`config.mk`:
```
export PLATFORM = sky130hd
export DESIGN_NAME = xbus_ctrl
export DESIGN_NICKNAME = d
export VERILOG_FILES = /design/src/rtl/xbus_pkg.sv /design/src/rtl/xbus_seq.sv /design/src/rtl/xbus_phase.sv /design/src/rtl/xbus_pads.sv /design/src/rtl/xbus_ctrl.sv
export SDC_FILE = /design/constraint.sdc
export NUM_CORES = 1
export LEC_CHECK = 0
export BUFFER_PORTS_ARGS = -buffer_cell sky130_fd_sc_hd__buf_2
export CAP_MARGIN = 0
export CORE_MARGIN = 2
export CORE_UTILIZATION = 33
export DETAILED_ROUTE_END_ITERATION = 8
export REMOVE_ABC_BUFFERS = 1
export SYNTH_ARGS = -nofsm -noshare
export SYNTH_HDL_FRONTEND = slang
export SYNTH_SLANG_ARGS = --single-unit
```
`constraint.sdc`:
```
create_clock -name clk -period 1.4 [get_ports clk]
set_input_delay 0.14 -clock clk [delete_from_list [all_inputs] [get_ports clk]]
set_output_delay 0.14 -clock clk [all_outputs]
set_load 0.05 [all_outputs]
```
`src/rtl/xbus_pkg.sv`:
```
package xbus_pkg;

  // Cycle count of a transfer with normal timing.
  localparam int XB_BASE_LEN = 5;

  typedef enum logic [1:0] {
    PH_IDLE,
    PH_ADDR,
    PH_GAP,
    PH_DATA
  } xb_phase_e;

  // Transfer length in cycles.
  function automatic int xb_len(input bit ext, input int extra);
    return XB_BASE_LEN + (ext ? extra : 0);
  endfunction

  // First cycle with the data strobe low.
  function automatic int xb_ds_first(input bit wr);
    return wr ? 4 : 3;
  endfunction

  // Data strobe low in cycle k of a transfer.
  function automatic bit xb_ds_low(input int k, input bit wr, input bit ext,
                                   input int extra);
    return (k >= xb_ds_first(wr)) && (k <= xb_len(ext, extra) - 1);
  endfunction

endpackage

```
`src/rtl/xbus_seq.sv`:
```
module xbus_seq
  import xbus_pkg::*;
#(
  parameter int DW         = 8,
  parameter int AHW        = 8,
  parameter int EXT_CYCLES = 2,
  localparam int AW        = DW + AHW,
  localparam int CW        = $clog2(XB_BASE_LEN + EXT_CYCLES + 1)
) (
  input  logic          clk,
  input  logic          rst_n,
  input  logic          req_valid,
  output logic          req_ready,
  input  logic [AW-1:0] req_addr,
  input  logic          req_write,
  input  logic [DW-1:0] req_wdata,
  input  logic          req_ext,
  output logic          busy,
  output logic [CW-1:0] cyc,
  output logic [AW-1:0] addr_q,
  output logic          wr_q,
  output logic [DW-1:0] wd_q,
  output logic          ext_q
);

  logic accept;
  logic end_now;

  assign req_ready = !busy;
  assign accept    = req_valid && !busy;
  assign end_now   = busy && (int'(cyc) == xb_len(ext_q, EXT_CYCLES));

  always_ff @(posedge clk) begin
    if (!rst_n) begin
      busy   <= 1'b0;
      cyc    <= '0;
      addr_q <= '0;
      wr_q   <= 1'b0;
      wd_q   <= '0;
      ext_q  <= 1'b0;
    end else if (accept) begin
      busy   <= 1'b1;
      cyc    <= CW'(1);
      addr_q <= req_addr;
      wr_q   <= req_write;
      wd_q   <= req_wdata;
      ext_q  <= req_ext;
    end else if (end_now) begin
      busy <= 1'b0;
      cyc  <= '0;
    end else if (busy) begin
      cyc <= cyc + CW'(1);
    end
  end

  AST_ACCEPT_START: assert property (@(posedge clk) disable iff (!rst_n)
    accept |=> busy && (cyc == CW'(1)) && !req_ready);

  AST_CYC_RANGE: assert property (@(posedge clk) disable iff (!rst_n)
    busy |-> (cyc != '0) && (int'(cyc) <= xb_len(ext_q, EXT_CYCLES)));

endmodule

```
`src/rtl/xbus_phase.sv`:
```
module xbus_phase
  import xbus_pkg::*;
#(
  parameter int EXT_CYCLES = 2,
  localparam int CW        = $clog2(XB_BASE_LEN + EXT_CYCLES + 1)
) (
  input  logic          clk,
  input  logic          rst_n,
  input  logic          busy,
  input  logic [CW-1:0] cyc,
  input  logic          wr_q,
  input  logic          ext_q,
  output xb_phase_e     phase,
  output logic          as_act,
  output logic          ds_act,
  output logic          sample_now,
  output logic          done
);

  int k;
  int len;

  always_comb begin
    k   = int'(cyc);
    len = xb_len(ext_q, EXT_CYCLES);
    if (!busy)       phase = PH_IDLE;
    else if (k == 1) phase = PH_ADDR;
    else if (k == 2) phase = PH_GAP;
    else             phase = PH_DATA;
  end

  assign as_act     = (phase == PH_ADDR);
  assign ds_act     = busy && xb_ds_low(k, wr_q, ext_q, EXT_CYCLES);
  assign sample_now = busy && !wr_q && (k == len - 1);
  assign done       = busy && (k == len);

  AST_AS_PULSE: assert property (@(posedge clk) disable iff (!rst_n)
    as_act |=> !as_act);

  AST_DONE_PULSE: assert property (@(posedge clk) disable iff (!rst_n)
    done |=> !done && !busy);

  AST_DS_APART: assert property (@(posedge clk) disable iff (!rst_n)
    ds_act |-> !as_act && (phase == PH_DATA));

endmodule

```
`src/rtl/xbus_pads.sv`:
```
module xbus_pads
  import xbus_pkg::*;
#(
  parameter int DW  = 8,
  parameter int AHW = 8,
  localparam int AW = DW + AHW
) (
  input  logic          clk,
  input  logic          rst_n,
  input  logic          bus_float,
  input  logic          busy,
  input  xb_phase_e     phase,
  input  logic          as_act,
  input  logic          ds_act,
  input  logic          sample_now,
  input  logic          wr_q,
  input  logic [AW-1:0] addr_q,
  input  logic [DW-1:0] wd_q,
  input  logic [DW-1:0] ad_in,
  output logic [DW-1:0] ad_o,
  output logic          ad_oe,
  output logic [AHW-1:0] ahi_o,
  output logic          ahi_oe,
  output logic          as_n_o,
  output logic          ds_n_o,
  output logic          rw_o,
  output logic          ctl_oe,
  output logic [DW-1:0] rsp_rdata
);

  logic drive_ad;

  assign drive_ad = (phase == PH_ADDR) || (wr_q && (phase == PH_DATA));

  assign ad_o   = (phase == PH_ADDR) ? addr_q[DW-1:0] : wd_q;
  assign ad_oe  = !bus_float && drive_ad;
  assign ahi_o  = addr_q[AW-1:DW];
  assign ahi_oe = !bus_float && busy;
  assign as_n_o = !as_act;
  assign ds_n_o = !ds_act;
  assign rw_o   = busy ? !wr_q : 1'b1;
  assign ctl_oe = !bus_float;

  always_ff @(posedge clk) begin
    if (!rst_n)          rsp_rdata <= '0;
    else if (sample_now) rsp_rdata <= ad_in;
  end

  AST_RW_STABLE: assert property (@(posedge clk) disable iff (!rst_n)
    busy && $past(busy) |-> $stable(rw_o));

  AST_WR_HOLD: assert property (@(posedge clk) disable iff (!rst_n)
    (!ds_act && $past(ds_act) && wr_q && !bus_float) |-> ad_oe);

  AST_RD_RELEASE: assert property (@(posedge clk) disable iff (!rst_n)
    (ds_act && !wr_q) |-> !ad_oe);

endmodule

```
`src/rtl/xbus_ctrl.sv`:
```
module xbus_ctrl
  import xbus_pkg::*;
#(
  parameter int DW         = 8,
  parameter int AHW        = 8,
  parameter int EXT_CYCLES = 2,
  localparam int AW        = DW + AHW,
  localparam int CW        = $clog2(XB_BASE_LEN + EXT_CYCLES + 1)
) (
  input  logic           clk,
  input  logic           rst_n,
  input  logic           req_valid,
  output logic           req_ready,
  input  logic [AW-1:0]  req_addr,
  input  logic           req_write,
  input  logic [DW-1:0]  req_wdata,
  input  logic           req_ext,
  input  logic           bus_float,
  output logic           rsp_done,
  output logic [DW-1:0]  rsp_rdata,
  output logic [DW-1:0]  ad_o,
  output logic           ad_oe,
  input  logic [DW-1:0]  ad_in,
  output logic [AHW-1:0] ahi_o,
  output logic           ahi_oe,
  output logic           as_n_o,
  output logic           ds_n_o,
  output logic           rw_o,
  output logic           ctl_oe
);

  logic          busy;
  logic [CW-1:0] cyc;
  logic [AW-1:0] addr_q;
  logic          wr_q;
  logic [DW-1:0] wd_q;
  logic          ext_q;
  xb_phase_e     phase;
  logic          as_act;
  logic          ds_act;
  logic          sample_now;

  xbus_seq #(.DW(DW), .AHW(AHW), .EXT_CYCLES(EXT_CYCLES)) u_seq (
    .clk       (clk),
    .rst_n     (rst_n),
    .req_valid (req_valid),
    .req_ready (req_ready),
    .req_addr  (req_addr),
    .req_write (req_write),
    .req_wdata (req_wdata),
    .req_ext   (req_ext),
    .busy      (busy),
    .cyc       (cyc),
    .addr_q    (addr_q),
    .wr_q      (wr_q),
    .wd_q      (wd_q),
    .ext_q     (ext_q)
  );

  xbus_phase #(.EXT_CYCLES(EXT_CYCLES)) u_phase (
    .clk        (clk),
    .rst_n      (rst_n),
    .busy       (busy),
    .cyc        (cyc),
    .wr_q       (wr_q),
    .ext_q      (ext_q),
    .phase      (phase),
    .as_act     (as_act),
    .ds_act     (ds_act),
    .sample_now (sample_now),
    .done       (rsp_done)
  );

  xbus_pads #(.DW(DW), .AHW(AHW)) u_pads (
    .clk        (clk),
    .rst_n      (rst_n),
    .bus_float  (bus_float),
    .busy       (busy),
    .phase      (phase),
    .as_act     (as_act),
    .ds_act     (ds_act),
    .sample_now (sample_now),
    .wr_q       (wr_q),
    .addr_q     (addr_q),
    .wd_q       (wd_q),
    .ad_in      (ad_in),
    .ad_o       (ad_o),
    .ad_oe      (ad_oe),
    .ahi_o      (ahi_o),
    .ahi_oe     (ahi_oe),
    .as_n_o     (as_n_o),
    .ds_n_o     (ds_n_o),
    .rw_o       (rw_o),
    .ctl_oe     (ctl_oe),
    .rsp_rdata  (rsp_rdata)
  );

  AST_FLOAT_HOLDS_SEQ: assert property (@(posedge clk) disable iff (!rst_n)
    (bus_float && !as_n_o) |=> as_n_o && !req_ready);

endmodule

```
Word level (Yosys, flattened, before mapping):

Cells that the tools add are included.

* register bits: 38
* bits of input ports: 38
* output and inout bits: 32

* add/sub/neg operators: 3
* $lt $le $gt $ge: 2
* equal/unequal tests: 6
* mux-type cells: 12
* bitwise operators: 1
* reduce and logical (&&, ||, !) cells: 18

Operator list (count)
* $eq 4x32->1: 2
* $add 4x32->32 const A: 1
* $le 4x32->1: 1
* $sub 32x2->32 const B: 1
* $logic_and 1x1->1: 9
* $mux 8: 1
* $mux 1: 7
* $mux 2: 3
* $logic_not 1->1: 5
* $add 3x1->3 const B: 1
* $eq 3x2->1 const B: 1
* $eq 3x3->1 const B: 1
* $ge 3x3->1: 1
* $mux 3: 1
* $reduce_bool 3->1: 1
* $reduce_or 3->1: 1
* $eq 2x1->1 const B: 1
* $eq 2x2->1 const B: 1
* $reduce_bool 2->1: 1
* $logic_or 1x1->1: 1
* $not 1->1: 1

Depth between registers and ports, before layout:

Gate-level depths: netlist of the first run.

* word-level depth: 8
* depth in mapped cells: 5
* gate-level depth less buffers: 5

Cells and area by module:

A second synthesis of the first run with hierarchy kept.

* cell total of the unflattened synthesis: 207
* area, all modules: 2018.2 sq um

By module, submodules not included
* xbus_seq: instances 1, cells an instance 136, area an instance 1331.3 sq um
* xbus_pads: instances 1, cells an instance 50, area an instance 536.8 sq um
* xbus_phase: instances 1, cells an instance 21, area an instance 150.1 sq um

Least setup slack after synthesis of the first run:

OpenSTA, ideal clock, no wires.

* kind: reg-to-output
* start: register u_seq.cyc[0]
* end: output port ad_oe
* arrival: 1.904 ns
* required time: 1.260 ns
* slack: -0.644 ns
* stages on the path, launching flop included: 4
* buffers on the path: 0
* cells stage by stage: dfxtp_1 -> ha_1 -> nand3_2 -> a21oi_1

* cells in the longest elaborated chain, start to end: 8
* elaborated cells between the ends (all ways): 10

Ends and longest elaborated chain
* start: declaration: line xbus_seq.sv:19 `output logic [CW-1:0] cyc,`
* start signal: assignment: line xbus_seq.sv:52 `cyc <= cyc + CW'(1);`
* $eq 3x3->1: line xbus_phase.sv:28 `else if (k == 2) phase = PH_GAP;`
* $mux 1: line xbus_phase.sv:28
* $mux 2 (*): line xbus_phase.sv:27 `else if (k == 1) phase = PH_ADDR;`
* $mux 2 (*): line xbus_phase.sv:26 `if (!busy) phase = PH_IDLE;`
* $eq 2x2->1: line xbus_pads.sv:33 `assign drive_ad = (phase == PH_ADDR) || (wr_q && (phase == PH_DATA));`
* $logic_and 1x1->1: line xbus_pads.sv:33
* $logic_or 1x1->1 (*): line xbus_pads.sv:33
* $logic_and 1x1->1 (*): line xbus_pads.sv:36 `assign ad_oe = !bus_float && drive_ad;`
* end: declaration: line xbus_ctrl.sv:22 `output logic ad_oe,`

Every way passes the cells marked *; elsewhere a longest branch is shown, timed or not.

Final worst setup path of the first run:

* start: register u_seq.wr_q
* end: output port ds_n_o

* cells in the longest elaborated chain, start to end: 5

Ends and longest elaborated chain
* start: declaration: line xbus_seq.sv:21 `output logic wr_q,`
* start signal: assignment: line xbus_seq.sv:45 `wr_q <= req_write;`
* $mux 3: line xbus_pkg.sv:20 `return wr ? 4 : 3;`
* $ge 3x3->1: line xbus_pkg.sv:26 `return (k >= xb_ds_first(wr)) && (k <= xb_len(ext, extra) - 1);`
* $logic_and 1x1->1: line xbus_pkg.sv:26
* $logic_and 1x1->1: line xbus_phase.sv:33 `assign ds_act = busy && xb_ds_low(k, wr_q, ext_q, EXT_CYCLES);`
* $logic_not 1->1: line xbus_pads.sv:40 `assign ds_n_o = !ds_act;`
* end: declaration: line xbus_ctrl.sv:27 `output logic ds_n_o,`

Every way passes these cells.

==> results.md, run 1 <==
* Slew @ Worst Pin at 0.315 ns
* Post-DP HPWL at 2.88 mm
* Final period util at 136%
* Slowest CP cell: or4_1
* Maximum resistive drop on vdd at 0.710 mV
* First-pass iteration count of the detailed router at 4
* CP arrival at 1.77 ns
* Switch Pwr at 0.000756 W
* Skew-Pair Late Insertion Delay at 0.29 ns
* # setup viols final at 20
* Netlist Area Pre-Place at 1790 um^2
* Critical path endpoint category: output port
* Clock Power Share at 38.9%
* Critical Path Fanout Max at 3
* Fmax at 523 MHz
* Reg2Reg Setup Slack at -0.08 ns
* Leak pwr at 1.21 nW
* Core Rows at 26
* Setup Crit Path Kind: reg -> out
* WHS Endpoint: u_seq.wd_q[1]
* Final worst slack at -0.511 ns
* Final Hold Viols at 0
* Logic pwr share at 20.6%
* Worst-path clk slew at 0.09 ns
* Register area share after synthesis at 42.5%
* Final Slew Violations at 0
* Die Width at 77.7 um
* Multi-input logic area at 967 um^2
* Internal at 0.00211 W
* Min-Delay Path Class: in -> reg
* Antenna fix cells at 0
* Status: complete, but fails checks
* Depth of the CTS H-tree at 2
* Drt initial violations at 42
* Routed WL per cell at 11.7 um
* IO buf count at 69
* Final wirelength at 4.15 mm
* Util after Layout at 52.3%
* Crit-path cells: inv_2 > ha_1 > nand2b_1 > a211oi_1 > or4_1 > buf_6
* Clock Sinks at 38
* Nets at 329
* Minimum clock period at 1.91 ns
* Yosys reg bits at 38
* Global-route wire length before repair at 7.07 mm
* Core ar. at 5170 um^2
* Slowest Stage Delay on Critical Path at 0.52 ns
* CTS Buf Count at 5
* Avg Inst Size Synth at 8.66 um^2
* Vias in the first global route at 1562
* P&R area growth vs syn at 50.9%
* Clk buf depth at 2
* I/O pin count at 70
* Reg-to-reg startpoint: u_seq.cyc[1]
* Layout cells sized above 1 at 43.5%
* Gate Count Post-Synth at 207
* Share of flip-flops with an asynchronous set or reset at 0%
* DRT antenna net count at 0
* Post-place setup slack at -0.259 ns
* Largest net degree at the start of global routing at 30
* Sequential Power Share at 40.4%
* Fill cell count at 498
* Root buffer cell: clkbuf_8
* Synth cell types at 27
* Max Cap Viol at 0
* CP Launch Type: register
* CP bufs+invs at 2
* WHS Path Cells at 3
* FF/Latch Area at 769 um^2
* Post-synth EDFFs at 0
* Crit-path leading delay family: simple AND/OR/NAND/NOR gates
* Power density cells at 1060 nW/um^2
* Post-DP Area at 2300 um^2
* Gpl congestion at 0.734
* Hold Startpoint: req_wdata[1]
* CTS tree: built
* Net Sw Frac at 26.4%
* Top_reg_cell synth: dfxtp_1
* R2r endpoint: u_pads.rsp_rdata[6]
* Post-layout instance area at 2700 um^2
* Setup tns final at -4.42 ns
* Drt drc at 0
* Worst Path Required at 1.26 ns
* Vias at 1568
* Slew headroom at 79.0%
* Initial antenna violation count at 0
* Die area at 6030 um^2
* Yosys warnings at 0
* Failing checks: setup timing
* Total global-route track usage at 14.4%
* Die Y at 77.7 um
* Via/cell ratio at 4.42
* Worst Reg-to-Reg Cells at 7
* Clk_skew at 0.0110 ns
* Initial Utilization at 34.6%
* GR Overflow Total at 0
* RSZ-0062 raised after global routing: yes
-- kinds of logic (layout without fill, tap and decap cells) --
logic type | Yosys count | after routing | share of synthesized area, %
AO/OA/AOI/OAI | 33 | 33 | 13.4
adder cells (fa/ha/maj) | 7 | 7 | 4.89
XOR/XNOR | 1 | 1 | 0.489
AND/OR/NAND/NOR | 86 | 86 | 21.2
flip-flops | 38 | 38 | 42.5
multiplexers | 16 | 16 | 9.50
buffers and inverters | 26 | 104 | 8.03
-- worst min-delay path, delay by kind of cell --
kind                   cells  cell delay [ns]
AND/OR/NAND/NOR            1             0.04
AO/OA/AOI/OAI              1             0.06
buffers and inverters      1             0.09
-- cell usage after synthesis, types with 4 or more instances --
| cell | n | share of area, % |
|---|---|---|
| nand2_1 | 70 | 15 |
| nor2_1 | 6 | 1.3 |
| clkbuf_1 | 4 | 0.84 |
| buf_2 | 7 | 2.0 |
| mux2_2 | 8 | 5.0 |
| mux2i_1 | 8 | 4.5 |
| inv_1 | 6 | 1.3 |
| ha_1 | 7 | 4.9 |
| dfxtp_1 | 38 | 42 |
| buf_4 | 8 | 3.4 |
| a21boi_0 | 21 | 8.8 |
| a21boi_1 | 5 | 2.1 |
-- routing by layer --
| layer | track usage, % | wire length (um) |
|---|---|---|
| met5 | 0 | 0 |
| met4 | 3.21 | 40 |
| met3 | 3.49 | 183 |
| met1 | 18.6 | 1950 |
| met2 | 24.4 | 1980 |
-- final cells by class --
class	instances	area share [%]
Clock buffer	5	2.55
Tap cell	70	3.24
Multi-Input combinational cell	143	35.8
Sequential cell	38	28.5
Clock inverter	3	2.55
Timing Repair Buffer	90	26.5
Inverter	6	0.925
-- stage by stage --
stage	hold slack, ns	std cells	power (W)
2_1_floorplan	0.274	187	0.00147
3_3_place_gp	0.382	344	0.00167
3_5_place_dp	0.389	344	0.00168
4_1_cts	0.0782	355	0.00289
5_1_grt	0.0776	355	0.00300
6_report	0.0849	355	0.00287
-- sequential cells by signal, indices dropped and copies added (netlist names) --
| name | cells |
|---|---|
| u_seq.addr_q | 16 |
| u_seq.cyc | 3 |
| u_seq.busy | 1 |
| u_seq.wd_q | 8 |
| u_pads.rsp_rdata | 8 |
| u_seq.wr_q | 1 |
| u_seq.ext_q | 1 |
-- cells in the final DEF (no fill, tap or decap), types with 2 or more instances in the layout --
cell and n:
nand2_1 70, buf_2 56, dfxtp_1 33, a21boi_0 21
buf_4 13, buf_8 9, mux2_4 8, mux2i_1 8
nor2_1 6, buf_12 6, a21boi_1 5, clkbuf_8 5
buf_6 5, ha_1 4, dfxtp_2 4, inv_1 3
a211oi_1 3, inv_2 2, nand3_4 2, o21ai_0 2
ha_4 2, bufinv_16 2
-- what timing repair did --
| action | CTS | global route |
|---|---|---|
| pin swaps | 2 | 6 |
| buffers inserted | 2 | 2 |
| hold buffers | 0 | 0 |
| gates cloned | 1 | 0 |
| endpoints found under the setup margin | 22 | 48 |
| gates resized for setup | 55 | 14 |
-- power by group through the flow --
stage / combinational [W] / clock, W / sequential [W]
floorplan: 0.000235 / 0 / 0.00123
global placement: 0.000492 / 0 / 0.00118
detailed placement: 0.000496 / 0 / 0.00118
CTS: 0.000588 / 0.00115 / 0.00116
global route: 0.000643 / 0.00120 / 0.00117
finish: 0.000592 / 0.00112 / 0.00116
-- how the worst max path moves through the flow --
stage | from | to | slack, ns | cells after the start
final | u_seq.wr_q | ds_n_o | -0.51 | 6
after global placement | u_seq.wr_q | ds_n_o | -0.24 | 6
after global routing | u_seq.wr_q | ds_n_o | -0.60 | 6
after CTS | u_seq.cyc[0] | ds_n_o | -0.53 | 6
after floorplan | u_seq.busy | ad_oe | -0.68 | 3
after detailed placement | u_seq.wr_q | ds_n_o | -0.26 | 6
(Power assumes the default switching activity.)
==> run 2, diff against run 1 <==
HOLD_SLACK_MARGIN = 0.15   (was default)
==> results.md, run 2 (synthesis results as in run 1) <==
* Maximum resistive drop on vdd at 0.724 mV (was 0.710 mV)
* RSZ-0062 raised after global routing: yes (unchanged)
* Clk_skew at 0.00645 ns (was 0.0110 ns)
* Minimum clock period at 1.94 ns (was 1.91 ns)
* Gpl congestion at 0.734 (unchanged)
* Skew-Pair Late Insertion Delay at 0.29 ns (about the same)
* Total global-route track usage at 16.6% (was 14.4%)
* Final wirelength at 4.84 mm (was 4.15 mm)
* Die area at 6030 um^2 (unchanged)
* Vias at 1731 (was 1568)
* Largest register FFs at 16 (unchanged)
* Die Y at 77.7 um (unchanged)
* Drt initial violations at 44 (was 42)
* Fmax at 516 MHz (was 523 MHz)
* Clk buf depth at 2 (unchanged)
* Final period util at 138% (was 136%)
* Routed WL per cell at 12.3 um (was 11.7 um)
* Worst Path Required at 1.26 ns (about the same)
* Min-Delay Path Class: in -> reg (unchanged)
* Global-route wire length before repair at 8.04 mm (was 7.07 mm)
* I/O pin count at 70 (unchanged)
* Slew @ Worst Pin at 0.324 ns (was 0.315 ns)
* Via/cell ratio at 4.40 (was 4.42)
* Initial Utilization at 34.6% (unchanged)
* Largest net degree at the start of global routing at 30 (unchanged)
* CTS tree: built (unchanged)
* Core ar. at 5170 um^2 (unchanged)
* IO buf count at 69 (unchanged)
* Critical path endpoint category: output port (unchanged)
* CTS Buf Count at 5 (unchanged)
* Setup crit start: u_seq.wr_q (unchanged)
* Reg-to-reg startpoint: u_seq.cyc[1] (unchanged)
* CP Launch Type: register (unchanged)
* Drt drc at 0 (unchanged)
* Hold Startpoint: rst_n (was req_wdata[1])
* Initial antenna violation count at 0 (unchanged)
* Post-DP HPWL at 2.88 mm (unchanged)
* Final worst slack at -0.538 ns (was -0.511 ns)
* DRT antenna net count at 0 (unchanged)
* Max Cap Viol at 0 (unchanged)
* Setup Crit Path Kind: reg -> out (unchanged)
* Depth of the CTS H-tree at 2 (unchanged)
* Root buffer cell: clkbuf_8 (unchanged)
* Die Width at 77.7 um (unchanged)
* Fill cell count at 447 (was 498)
* Most frequent cells in the layout: nand2_1, buf_2, dlygate4sd3_1, dfxtp_1, a21boi_0 (was nand2_1, buf_2, dfxtp_1)
* Hold_ws at 0.263 ns (was 0.0849 ns)
* Post-place setup slack at -0.259 ns (unchanged)
* Setup tns final at -5.33 ns (was -4.42 ns)
* Power density cells at 958 nW/um^2 (was 1060 nW/um^2)
* Top reg by flops: u_seq.addr_q (unchanged)
* GR Overflow Total at 0 (unchanged)
* Critical Path Fanout Max at 3 (unchanged)
* Final Slew Violations at 0 (unchanged)
* Core Rows at 26 (unchanged)
* P&R area growth vs syn at 74.0% (was 50.9%)
* Antenna fix cells at 0 (unchanged)
* First-pass iteration count of the detailed router at 2 (was 4)
* Multi-input logic area at 1010 um^2 (was 967 um^2)
* Leak pwr at 1.38 nW (was 1.21 nW)
* Top Registers: u_seq.addr_q (16), u_pads.rsp_rdata (8), u_seq.wd_q (8) (unchanged)
* FF/Latch Area at 767 um^2 (was 769 um^2)
* Status: complete, but fails checks (unchanged)
* Final Hold Viols at 0 (unchanged)
* Slew headroom at 78.4% (was 79.0%)
* Layout cells sized above 1 at 39.9% (was 43.5%)
* Vias in the first global route at 1739 (was 1562)
* # setup viols final at 20 (unchanged)
* Commonest non-fill, non-tap cell in the layout: nand2_1 (unchanged)
* Failing checks: setup timing (unchanged)
* CP arrival at 1.80 ns (was 1.77 ns)
* Clock Sinks at 38 (unchanged)
* Nets at 367 (was 329)
* Worst-path clk slew at 0.08 ns (was 0.09 ns)
## run 2: changes by cell type in the layout (fill, tap and decap cells not counted), sizes merged
cell         before  now
buf              90   93
dlygate4sd3       0   35
## run 2: layout make-up
class                      count  share of cell area [%]
clock buffer                   5                    2.21
clock inverter                 3                    2.21
inverter                       6                   0.803
multi-input combinational    143                    32.3
sequential                    38                    24.6
tap                           70                    2.81
timing repair buffer         128                    35.1
## run 2: timing repair
item                       in CTS  in global routing
gates cloned                    1                  0
hold endpoints to repair       36                  0
resized for setup              55                 16
pin swaps                       2                  5
setup endpoints to repair      22                 48
hold buffers                   35                  0
setup buffers                   2                  4
## run 2: through the flow
stage	area, um^2	cells	power, W	util, %
floorplan	1670	187	0.00147	-
global placement	2300	344	0.00167	44.5
detailed placement	2300	344	0.00168	44.5
CTS	3020	390	0.00297	58.4
global route	3120	393	0.00313	60.3
finish	3120	393	0.00299	60.3
## run 2: path summary, 6_finish.rpt
path	end	slack [ns]	depth (start not counted)
setup / recovery	ds_n_o	-0.54	5
hold / removal	u_seq.wd_q[0]	0.26	2
setup reg to reg	u_pads.rsp_rdata[6]	-0.05	7
hold reg to reg	u_seq.wd_q[6]	0.46	2
## run 2: layer usage
layer	wire [um]	global-route usage [%]
met4	38	3.21
met1	2190	20.0
met3	144	3.60
met5	0	0
met2	2470	30.1
## run 2: power breakdown
part	switching (W)	internal (W)	total, W
Clock	0.000406	0.000714	0.00112
Sequential	0.0000303	0.00113	0.00116
Combinational	0.000355	0.000353	0.000707
## run 2: critical path, stage by stage, from the launching register on
cell      delay, ns
dfxtp_2        0.33
buf_4          0.14
ha_4           0.27
a211oi_2       0.06
or4_1          0.54
buf_6          0.17
